===== src/rtl/disp_link_pkg.sv =====
package disp_link_pkg;

    localparam logic [2:0] KIND_CMD8  = 3'd0;
    localparam logic [2:0] KIND_DAT8  = 3'd1;
    localparam logic [2:0] KIND_CMD16 = 3'd2;
    localparam logic [2:0] KIND_DAT16 = 3'd3;
    localparam logic [2:0] KIND_FILL  = 3'd4;

    typedef enum logic [2:0] {
        ST_PWRUP  = 3'd0,
        ST_IDLE   = 3'd1,
        ST_LOAD   = 3'd2,
        ST_SHIFT  = 3'd3,
        ST_FINISH = 3'd4
    } ctl_state_e;

    typedef enum logic [1:0] {
        PH_PRE  = 2'd0,
        PH_HOLD = 2'd1,
        PH_POST = 2'd2,
        PH_DONE = 2'd3
    } por_phase_e;

endpackage


===== src/rtl/disp_por_seq.sv =====
module disp_por_seq
    import disp_link_pkg::*;
#(
    parameter int unsigned PRE_CYC  = 1500000,
    parameter int unsigned HOLD_CYC = 5000,
    parameter int unsigned POST_CYC = 1500000
) (
    input  logic clk,
    input  logic rst_n,
    output logic panel_rst_n,
    output logic done
);
    localparam int unsigned MAX_AB = (PRE_CYC > HOLD_CYC) ? PRE_CYC : HOLD_CYC;
    localparam int unsigned MAXC   = (MAX_AB > POST_CYC) ? MAX_AB : POST_CYC;
    localparam int unsigned CW     = $clog2(MAXC + 1);
    localparam logic [CW-1:0] PRE_LAST  = CW'(PRE_CYC - 1);
    localparam logic [CW-1:0] HOLD_LAST = CW'(HOLD_CYC - 1);
    localparam logic [CW-1:0] POST_LAST = CW'(POST_CYC - 1);

    por_phase_e    phase;
    logic [CW-1:0] cnt;

    always_ff @(posedge clk or negedge rst_n) begin
        if (!rst_n) begin
            phase       <= PH_PRE;
            cnt         <= '0;
            panel_rst_n <= 1'b1;
            done        <= 1'b0;
        end else begin
            unique case (phase)
                PH_PRE: begin
                    if (cnt == PRE_LAST) begin
                        cnt         <= '0;
                        phase       <= PH_HOLD;
                        panel_rst_n <= 1'b0;
                    end else begin
                        cnt <= cnt + 1'b1;
                    end
                end
                PH_HOLD: begin
                    if (cnt == HOLD_LAST) begin
                        cnt         <= '0;
                        phase       <= PH_POST;
                        panel_rst_n <= 1'b1;
                    end else begin
                        cnt <= cnt + 1'b1;
                    end
                end
                PH_POST: begin
                    if (cnt == POST_LAST) begin
                        phase <= PH_DONE;
                        done  <= 1'b1;
                    end else begin
                        cnt <= cnt + 1'b1;
                    end
                end
                PH_DONE: begin
                    done <= 1'b1;
                end
                default: phase <= PH_PRE;
            endcase
        end
    end

endmodule


===== src/rtl/disp_byte_shifter.sv =====
module disp_byte_shifter #(
    parameter int unsigned DIV = 4
) (
    input  logic       clk,
    input  logic       rst_n,
    input  logic       start,
    input  logic [7:0] byte_in,
    output logic       sclk,
    output logic       mosi,
    output logic       done
);
    localparam int unsigned HW = (DIV > 1) ? $clog2(DIV) : 1;
    localparam logic [HW-1:0] HLAST = HW'(DIV - 1);

    logic          active;
    logic [HW-1:0] hcnt;
    logic [2:0]    bitn;
    logic [7:0]    sh;

    always_ff @(posedge clk or negedge rst_n) begin
        if (!rst_n) begin
            active <= 1'b0;
            hcnt   <= '0;
            bitn   <= '0;
            sh     <= '0;
            sclk   <= 1'b0;
            done   <= 1'b0;
        end else begin
            done <= 1'b0;
            if (!active) begin
                if (start) begin
                    active <= 1'b1;
                    sh     <= byte_in;
                    hcnt   <= '0;
                    bitn   <= '0;
                    sclk   <= 1'b0;
                end
            end else if (hcnt == HLAST) begin
                hcnt <= '0;
                if (!sclk) begin
                    sclk <= 1'b1;
                end else begin
                    sclk <= 1'b0;
                    if (bitn == 3'd7) begin
                        active <= 1'b0;
                        done   <= 1'b1;
                    end else begin
                        bitn <= bitn + 1'b1;
                        sh   <= {sh[6:0], 1'b0};
                    end
                end
            end else begin
                hcnt <= hcnt + 1'b1;
            end
        end
    end

    assign mosi = sh[7];

endmodule


===== src/rtl/disp_link_tx.sv =====
module disp_link_tx
    import disp_link_pkg::*;
#(
    parameter int unsigned CLK_HZ      = 100000000,
    parameter int unsigned DIV         = 4,
    parameter bit          CS_PER_XFER = 1'b0,
    parameter int unsigned CNT_W       = 16
) (
    input  logic             clk,
    input  logic             rst_n,
    input  logic             req_valid,
    output logic             req_ready,
    input  logic [2:0]       req_kind,
    input  logic [15:0]      req_word,
    input  logic [CNT_W-1:0] req_count,
    output logic             busy,
    output logic             sclk,
    output logic             mosi,
    output logic             cs_n,
    output logic             dc,
    output logic             panel_rst_n
);
    localparam int unsigned PRE_CYC  = (CLK_HZ / 1000) * 15;
    localparam int unsigned HOLD_RAW = (CLK_HZ / 1000000) * 50;
    localparam int unsigned HOLD_CYC = (HOLD_RAW > 0) ? HOLD_RAW : 1;
    localparam int unsigned POST_CYC = PRE_CYC;
    localparam logic        CS_IDLE  = CS_PER_XFER ? 1'b1 : 1'b0;

    ctl_state_e       state, nstate;
    logic             por_done;
    logic             sh_done;
    logic             sh_start;
    logic [7:0]       sh_byte;
    logic [15:0]      word_q;
    logic             two_q;
    logic             lo_q;
    logic [CNT_W-1:0] units_q;
    logic             dc_q;
    logic             cs_q;
    logic             req_empty;
    logic             req_cmd;
    logic             req_two;
    logic             more;

    disp_por_seq #(
        .PRE_CYC (PRE_CYC),
        .HOLD_CYC(HOLD_CYC),
        .POST_CYC(POST_CYC)
    ) i_por (
        .clk        (clk),
        .rst_n      (rst_n),
        .panel_rst_n(panel_rst_n),
        .done       (por_done)
    );

    disp_byte_shifter #(
        .DIV(DIV)
    ) i_shift (
        .clk    (clk),
        .rst_n  (rst_n),
        .start  (sh_start),
        .byte_in(sh_byte),
        .sclk   (sclk),
        .mosi   (mosi),
        .done   (sh_done)
    );

    assign req_empty = (req_kind > KIND_FILL) ||
                       ((req_kind == KIND_FILL) && (req_count == '0));
    assign req_cmd   = (req_kind == KIND_CMD8) || (req_kind == KIND_CMD16);
    assign req_two   = (req_kind == KIND_CMD16) || (req_kind == KIND_DAT16) ||
                       (req_kind == KIND_FILL);
    assign more      = (two_q && !lo_q) || (units_q > CNT_W'(1));

    // state register
    always_ff @(posedge clk or negedge rst_n) begin
        if (!rst_n) state <= ST_PWRUP;
        else        state <= nstate;
    end

    // next state
    always_comb begin
        nstate = state;
        unique case (state)
            ST_PWRUP:  if (por_done) nstate = ST_IDLE;
            ST_IDLE:   if (req_valid) nstate = req_empty ? ST_FINISH : ST_LOAD;
            ST_LOAD:   nstate = ST_SHIFT;
            ST_SHIFT:  if (sh_done) nstate = more ? ST_LOAD : ST_FINISH;
            ST_FINISH: nstate = ST_IDLE;
            default:   nstate = ST_PWRUP;
        endcase
    end

    // outputs and datapath
    always_ff @(posedge clk or negedge rst_n) begin
        if (!rst_n) begin
            dc_q    <= 1'b1;
            cs_q    <= 1'b0;
            word_q  <= '0;
            two_q   <= 1'b0;
            lo_q    <= 1'b0;
            units_q <= '0;
        end else begin
            unique case (state)
                ST_PWRUP: begin
                    if (por_done) cs_q <= CS_IDLE;
                end
                ST_IDLE: begin
                    if (req_valid && !req_empty) begin
                        word_q  <= req_word;
                        two_q   <= req_two;
                        lo_q    <= 1'b0;
                        units_q <= (req_kind == KIND_FILL) ? req_count : CNT_W'(1);
                        dc_q    <= !req_cmd;
                        cs_q    <= 1'b0;
                    end
                end
                ST_LOAD: begin
                end
                ST_SHIFT: begin
                    if (sh_done) begin
                        if (two_q && !lo_q) begin
                            lo_q <= 1'b1;
                        end else begin
                            lo_q    <= 1'b0;
                            units_q <= units_q - 1'b1;
                        end
                    end
                end
                ST_FINISH: begin
                    cs_q <= CS_IDLE;
                end
                default: begin
                end
            endcase
        end
    end

    assign sh_start  = (state == ST_LOAD);
    assign sh_byte   = (two_q && !lo_q) ? word_q[15:8] : word_q[7:0];
    assign req_ready = (state == ST_IDLE);
    assign busy      = !req_ready;
    assign dc        = dc_q;
    assign cs_n      = cs_q;

endmodule


===== config.mk =====
export PLATFORM = sky130hd
export DESIGN_NAME = disp_link_tx
export DESIGN_NICKNAME = d
export VERILOG_FILES = /design/src/rtl/disp_link_pkg.sv /design/src/rtl/disp_por_seq.sv /design/src/rtl/disp_byte_shifter.sv /design/src/rtl/disp_link_tx.sv
export SDC_FILE = /design/constraint.sdc
export NUM_CORES = 1
export LEC_CHECK = 0
export CORE_UTILIZATION = 51
export CTS_BUF_LIST = sky130_fd_sc_hd__clkbuf_16
export DETAILED_ROUTE_END_ITERATION = 10
export GPL_TIMING_DRIVEN = 0
export MAX_ROUTING_LAYER = met4
export PLACE_DENSITY = 0.73
export SYNTH_ARGS = -nofsm -noshare
export SYNTH_HDL_FRONTEND = slang
export SYNTH_SLANG_ARGS = --single-unit

===== constraint.sdc =====
create_clock -name clk -period 4.3 [get_ports clk]
set_input_delay 0.645 -clock clk [delete_from_list [all_inputs] [get_ports clk]]
set_output_delay 0.645 -clock clk [all_outputs]
set_load 0.01 [all_outputs]

Word level (Yosys, flattened, before mapping):

Cells that the tools add are included.

* mux-type cells: 57
* reductions and logical operators: 33
* magnitude comparators: 2
* equal/unequal tests: 26
* add/subtract/negate cells: 4

Operator list (number)
* $mux 16: 4
* $mux 21: 3
* $pmux 21 s3: 1
* $mux 8: 6
* $pmux 16 s2: 1
* $mux 3: 10
* $add 21x1->21 const B: 1
* $eq 21x13->1 const B: 1
* $eq 21x21->1 const B: 1
* $mux 1: 20
* $gt 16x1->1 const B: 1
* $logic_not 16->1: 1
* $sub 16x1->16 const B: 1
* $pmux 3 s5: 1
* $ne 2x1->1 const B: 7
* $eq 3x2->1 const B: 4
* $mux 2: 6
* $reduce_and 3->1: 4
* $reduce_and 4->1: 3
* $ne 2x2->1 const B: 5
* $eq 3x3->1 const B: 3
* $reduce_and 2->1: 4
* $reduce_bool 2->1: 4
* $eq 2x2->1 const B: 3
* other kinds (14): 27

* logic and storage cells: 139
* bits in registers: 80

Logic depth before layout (Yosys ltp):

* word-level depth: 7
* depth in mapped cells: 8
* mapped depth without buffers: 7

By module:

Synthesis repeated with hierarchy kept, for this count alone.

* cell total of the unflattened synthesis: 482
* area, all modules: 4697.0 sq um

By module, submodules not included
* disp_link_tx: times used 1, sequential area each 952.2 sq um, cells each 235, area each 2230.9 sq um
* disp_por_seq: times used 1, sequential area each 626.9 sq um, cells each 190, area each 1685.4 sq um
* disp_byte_shifter: times used 1, sequential area each 400.4 sq um, cells each 57, area each 780.7 sq um

Least setup slack after synthesis:

OpenSTA, ideal clock, no wires.

* kind: register to register
* from: register i_por.cnt[4]
* to: register i_por.cnt[13]
* clock period less this slack: 2.216 ns
* setup slack: 2.084 ns
* buffers on the path: 1
* cell stages (with the launch flop): 7
* library setup time: 0.119 ns
* required time: 4.181 ns
* arrival time: 2.097 ns
* cell sequence: dfrtp_1 or4_4 nor4_4 a21boi_2 a2111oi_4 buf_6 nor2_1

* word-level cells in the longest chain between the ends: 3
* elaborated cells on any way between the ends: 9
* those cells by class: add/sub (1); eq/ne (3); mux (4); reduce/logical (1)

RTL lines
* start, declared: RTL line disp_por_seq.sv:21 `logic [CW-1:0] cnt;`
* start signal, assigned: RTL line disp_por_seq.sv:37 `cnt <= cnt + 1'b1;`
* start signal, assigned: RTL line disp_por_seq.sv:46 `cnt <= cnt + 1'b1;`
* start signal, assigned: RTL line disp_por_seq.sv:54 `cnt <= cnt + 1'b1;`
* $add 21x1->21 (tied with other cells): RTL line disp_por_seq.sv:37, disp_por_seq.sv:46, disp_por_seq.sv:54
* $mux 21 (tied with other cells): RTL line disp_por_seq.sv:50 `if (cnt == POST_LAST) begin`
* $pmux 21 s3 or $reduce_and 2->1 (tied branches)

Parallel ways exist; a longest one is shown, timed or not. The select of a mux whose other input is x is not followed.
A chain may end at the register's enable or synchronous reset.

Worst setup path in the final report:

* from: input port req_count[8]
* to: register word_q[7]

* word-level cells in the longest chain between the ends: 6

RTL lines
* start, declared: RTL line disp_link_tx.sv:15 `input logic [CNT_W-1:0] req_count,`
* $logic_not 16->1: RTL line disp_link_tx.sv:69 `((req_kind == KIND_FILL) && (req_count == '0));`
* $logic_and 1x1->1: RTL line disp_link_tx.sv:69
* $logic_or 1x1->1: RTL line disp_link_tx.sv:68 `assign req_empty = (req_kind > KIND_FILL) ||`
* $logic_not 1->1: RTL line disp_link_tx.sv:109 `if (req_valid && !req_empty) begin`
* $logic_and 1x1->1: RTL line disp_link_tx.sv:109
* $reduce_and 2->1 (no line)
* end signal, assigned: RTL line disp_link_tx.sv:110 `word_q <= req_word;`
* end, declared: RTL line disp_link_tx.sv:34 `logic [15:0] word_q;`

Every way passes these cells.

==> flow_summary.ini <==
[route]
dr.pass1.iters = 6
vias = 3635
drc = 0
avgViaCountPerCell = 5.98
wl_per_cell_um = 16.8
wirelength_um = 10200
ant_nets = 0
drt_iter0_drc = 228

[power]
p_per_area_nw_per_um2 = 528
p_leak_nw = 2.15
ir_drop_v = 0.000355

[flow_run]
maxCapViolCount = 0

[clock_tree]
cts_max_level = 3
ctsResizeCount = 0
postCtsSetupRepairBufs = 0
clockBufferDepth = 2
clock_tree.root_cell = clkbuf_16
clock_latency_ns = 0.34
cts_tree = yes
cts_sinks = 79
numCtsBuffers = 9
clkTransAtPathRegs_ns = 0.07
ctsHoldBuffers = 0

[sta]
rsz0062_at_grt = no
slew_headroom_pct = 44.6
fmax_mhz = 340
maxSlewViolCount = 0
worstMarginPinSlew_ns = 0.824
min_period_over_period_pct = 68.4
hold_violations = 0
min_period_ns = 2.94
finClkSkew_ns = 0.00936
setup_viol = 0

[place]
gp_congestion = 0.882
portBuffers = 43
dp_hpwl_um = 7050
postPlaceCellArea_um2 = 4890

[synth]
ys_ff_latch = 79
ys_seq_area_share_pct = 46.0
ys_async_sr_fraction_pct = 100
netlist_instances = 443
yosysWarnings = 0
synth_edf_count = 0
syn_avg_cell_area_um2 = 9.70
synth_top_cell_by_area = dfrtp_1
ys_top_cells_by_area = dfrtp_1 45%, mux2_2 6.3%, o21ai_0 6.1%, nor2_1 3.4%, ha_1 3.2%
synth_top_cell_area_share_pct = 44.8
synth_cell_types = 61
synth_nets = 492
netlist_area_um2 = 4300
ys.flop_type = dfrtp_1

[setup_path]
rr_worst_depth = 6
path_buf_inv = 2
reg2reg_from = i_por.cnt[10]
r2r-end = i_por.cnt[15]
cp_max_fo = 10
critPathArrivalTime_ns = 3.17
slowest_stage = clkdlybuf4s50_1
crit_type = in -> reg
start_kind = input port
crit_path_max_incr_delay_ns = 0.47
critical_path.top_delay_family = simple AND/OR/NAND/NOR gates
required_ns = 4.53
cp-end-kind = register
r2r_setup_slack_ns = 1.72
crit_chain = clkdlybuf4s50_1 > nor4_1 > nand4_1 > a21boi_0 > nor2_1 > buf_2 > mux2_2

[finish]
final_core_util_pct = 64.0
layout_commonest_cell = dfrtp_1
final_cell_mix = 77 x dfrtp_1, 52 x o21ai_0, 42 x clkdlybuf4s50_1
fillerInstances = 674
syn2layout_area_growth_pct = 21.7
n_antenna_cell = 0
final_nets = 547
final_cell_area_um2 = 5230
drive_gt1_share_pct = 11.3

[floorplanning]
die_h_um = 93.8
ios = 45
num_rows = 33
initial_core_util_pct = 52.6
die_x_um = 93.8
core_area_um2 = 8180
dieArea_um2 = 8800

[global_route]
grt_first_pass_wirelength_um = 16800
grt_overflow = 0
first_global_vias = 3598
track_usage_pct = 25.3
antenna_found_initial = 0
grt_max_degree = 52

[hold_path]
hold_path_class = in -> async

[status]
status = complete, no violations
worst max path at each step:
stage                             from            end  cells past startpoint
after detailed placement  req_count[8]     word_q[12]                      7
after global placement           rst_n      word_q[3]                      1
after global routing      req_count[8]     word_q[11]                      7
after floorplan           i_por.cnt[4]  i_por.cnt[13]                      6
after CTS                 req_count[8]     word_q[14]                      7
final                     req_count[8]      word_q[7]                      7
final cells by class:
class	instances	area, µm²	area share, %
sequential	79	1980	37.8
clock buffer	9	225	4.31
multi-input combinational	324	2150	41.1
buffer	22	100	1.91
timing repair buffer	44	455	8.71
tap	105	131	2.51
inverter	18	67.6	1.29
clock inverter	7	119	2.27
kinds of logic (layout without fill, tap and decap cells):
kind of cell	after synthesis	count (layout)	synth area share, %
AOI/OAI and AO/OA	115	115	17.1
xor gates and xnor gates	14	14	2.85
adders and majority gates	11	11	3.20
buffers and inverters	40	100	3.90
DFF	79	79	46.0
muxes	34	34	8.61
other	1	1	0.0872
and+or+nand+nor	149	149	18.2
metal layers:
layer | part of all wire (%) | up-vias | track usage (%)
li1 | - | 1732 | -
met1 | 45 | 1769 | 31.6
met2 | 48 | 110 | 39.2
met3 | 5.3 | 24 | 6.15
met4 | 2.0 | 0 | 10.8
met5 | 0 | - | -
sequential cells by signal, summed over array words and instances (netlist names):
register / flops
dc: 1
i_por.cnt: 21
i_por.done: 1
i_por.panel_rst_n: 1
i_por.phase: 2
i_shift.active: 1
i_shift.bitn: 3
i_shift.done: 1
i_shift.hcnt: 2
i_shift.sclk: 1
i_shift.sh: 8
lo_q: 1
state: 3
two_q: 1
units_q: 16
word_q: 16
cell usage after synthesis, types with 4 or more instances:
| cell type | instances |
|---|---|
| a22oi_1 | 6 |
| nand3_1 | 16 |
| a32oi_1 | 9 |
| nor3_1 | 11 |
| mux2i_1 | 10 |
| nand4_1 | 8 |
| a31oi_1 | 4 |
| nor2b_1 | 4 |
| nor4_1 | 10 |
| o21ai_0 | 52 |
| and3_1 | 5 |
| a21oi_1 | 17 |
| mux2_2 | 24 |
| clkbuf_1 | 16 |
| inv_1 | 18 |
| nand2_1 | 33 |
| nor2_1 | 39 |
| ha_1 | 11 |
| xor2_1 | 11 |
| dfrtp_1 | 77 |
per-stage QoR:
| stage | setup slack [ns] | setup TNS (ns) | hold slack (ns) | total power [mW] | std cells |
|---|---|---|---|---|---|
| global placement | -0.186 | -13.84 | 0.471 | 1.81 | 591 |
| global route | 1.20 | 0 | 0.257 | 2.92 | 608 |
| detailed placement | 1.08 | 0 | 0.491 | 1.86 | 592 |
| floorplan | 2.08 | 0 | 0.349 | 1.61 | 443 |
| finish | 1.36 | 0 | 0.225 | 2.76 | 608 |
| CTS | 1.42 | 0 | 0.243 | 2.77 | 608 |
power by group:
part           internal, mW  switching, mW  total, mW
Combinational         0.358          0.408      0.766
Sequential            0.955          0.150       1.10
Clock                 0.569          0.321      0.890
Total                  1.88          0.878       2.76
(Power assumes the default switching activity.)
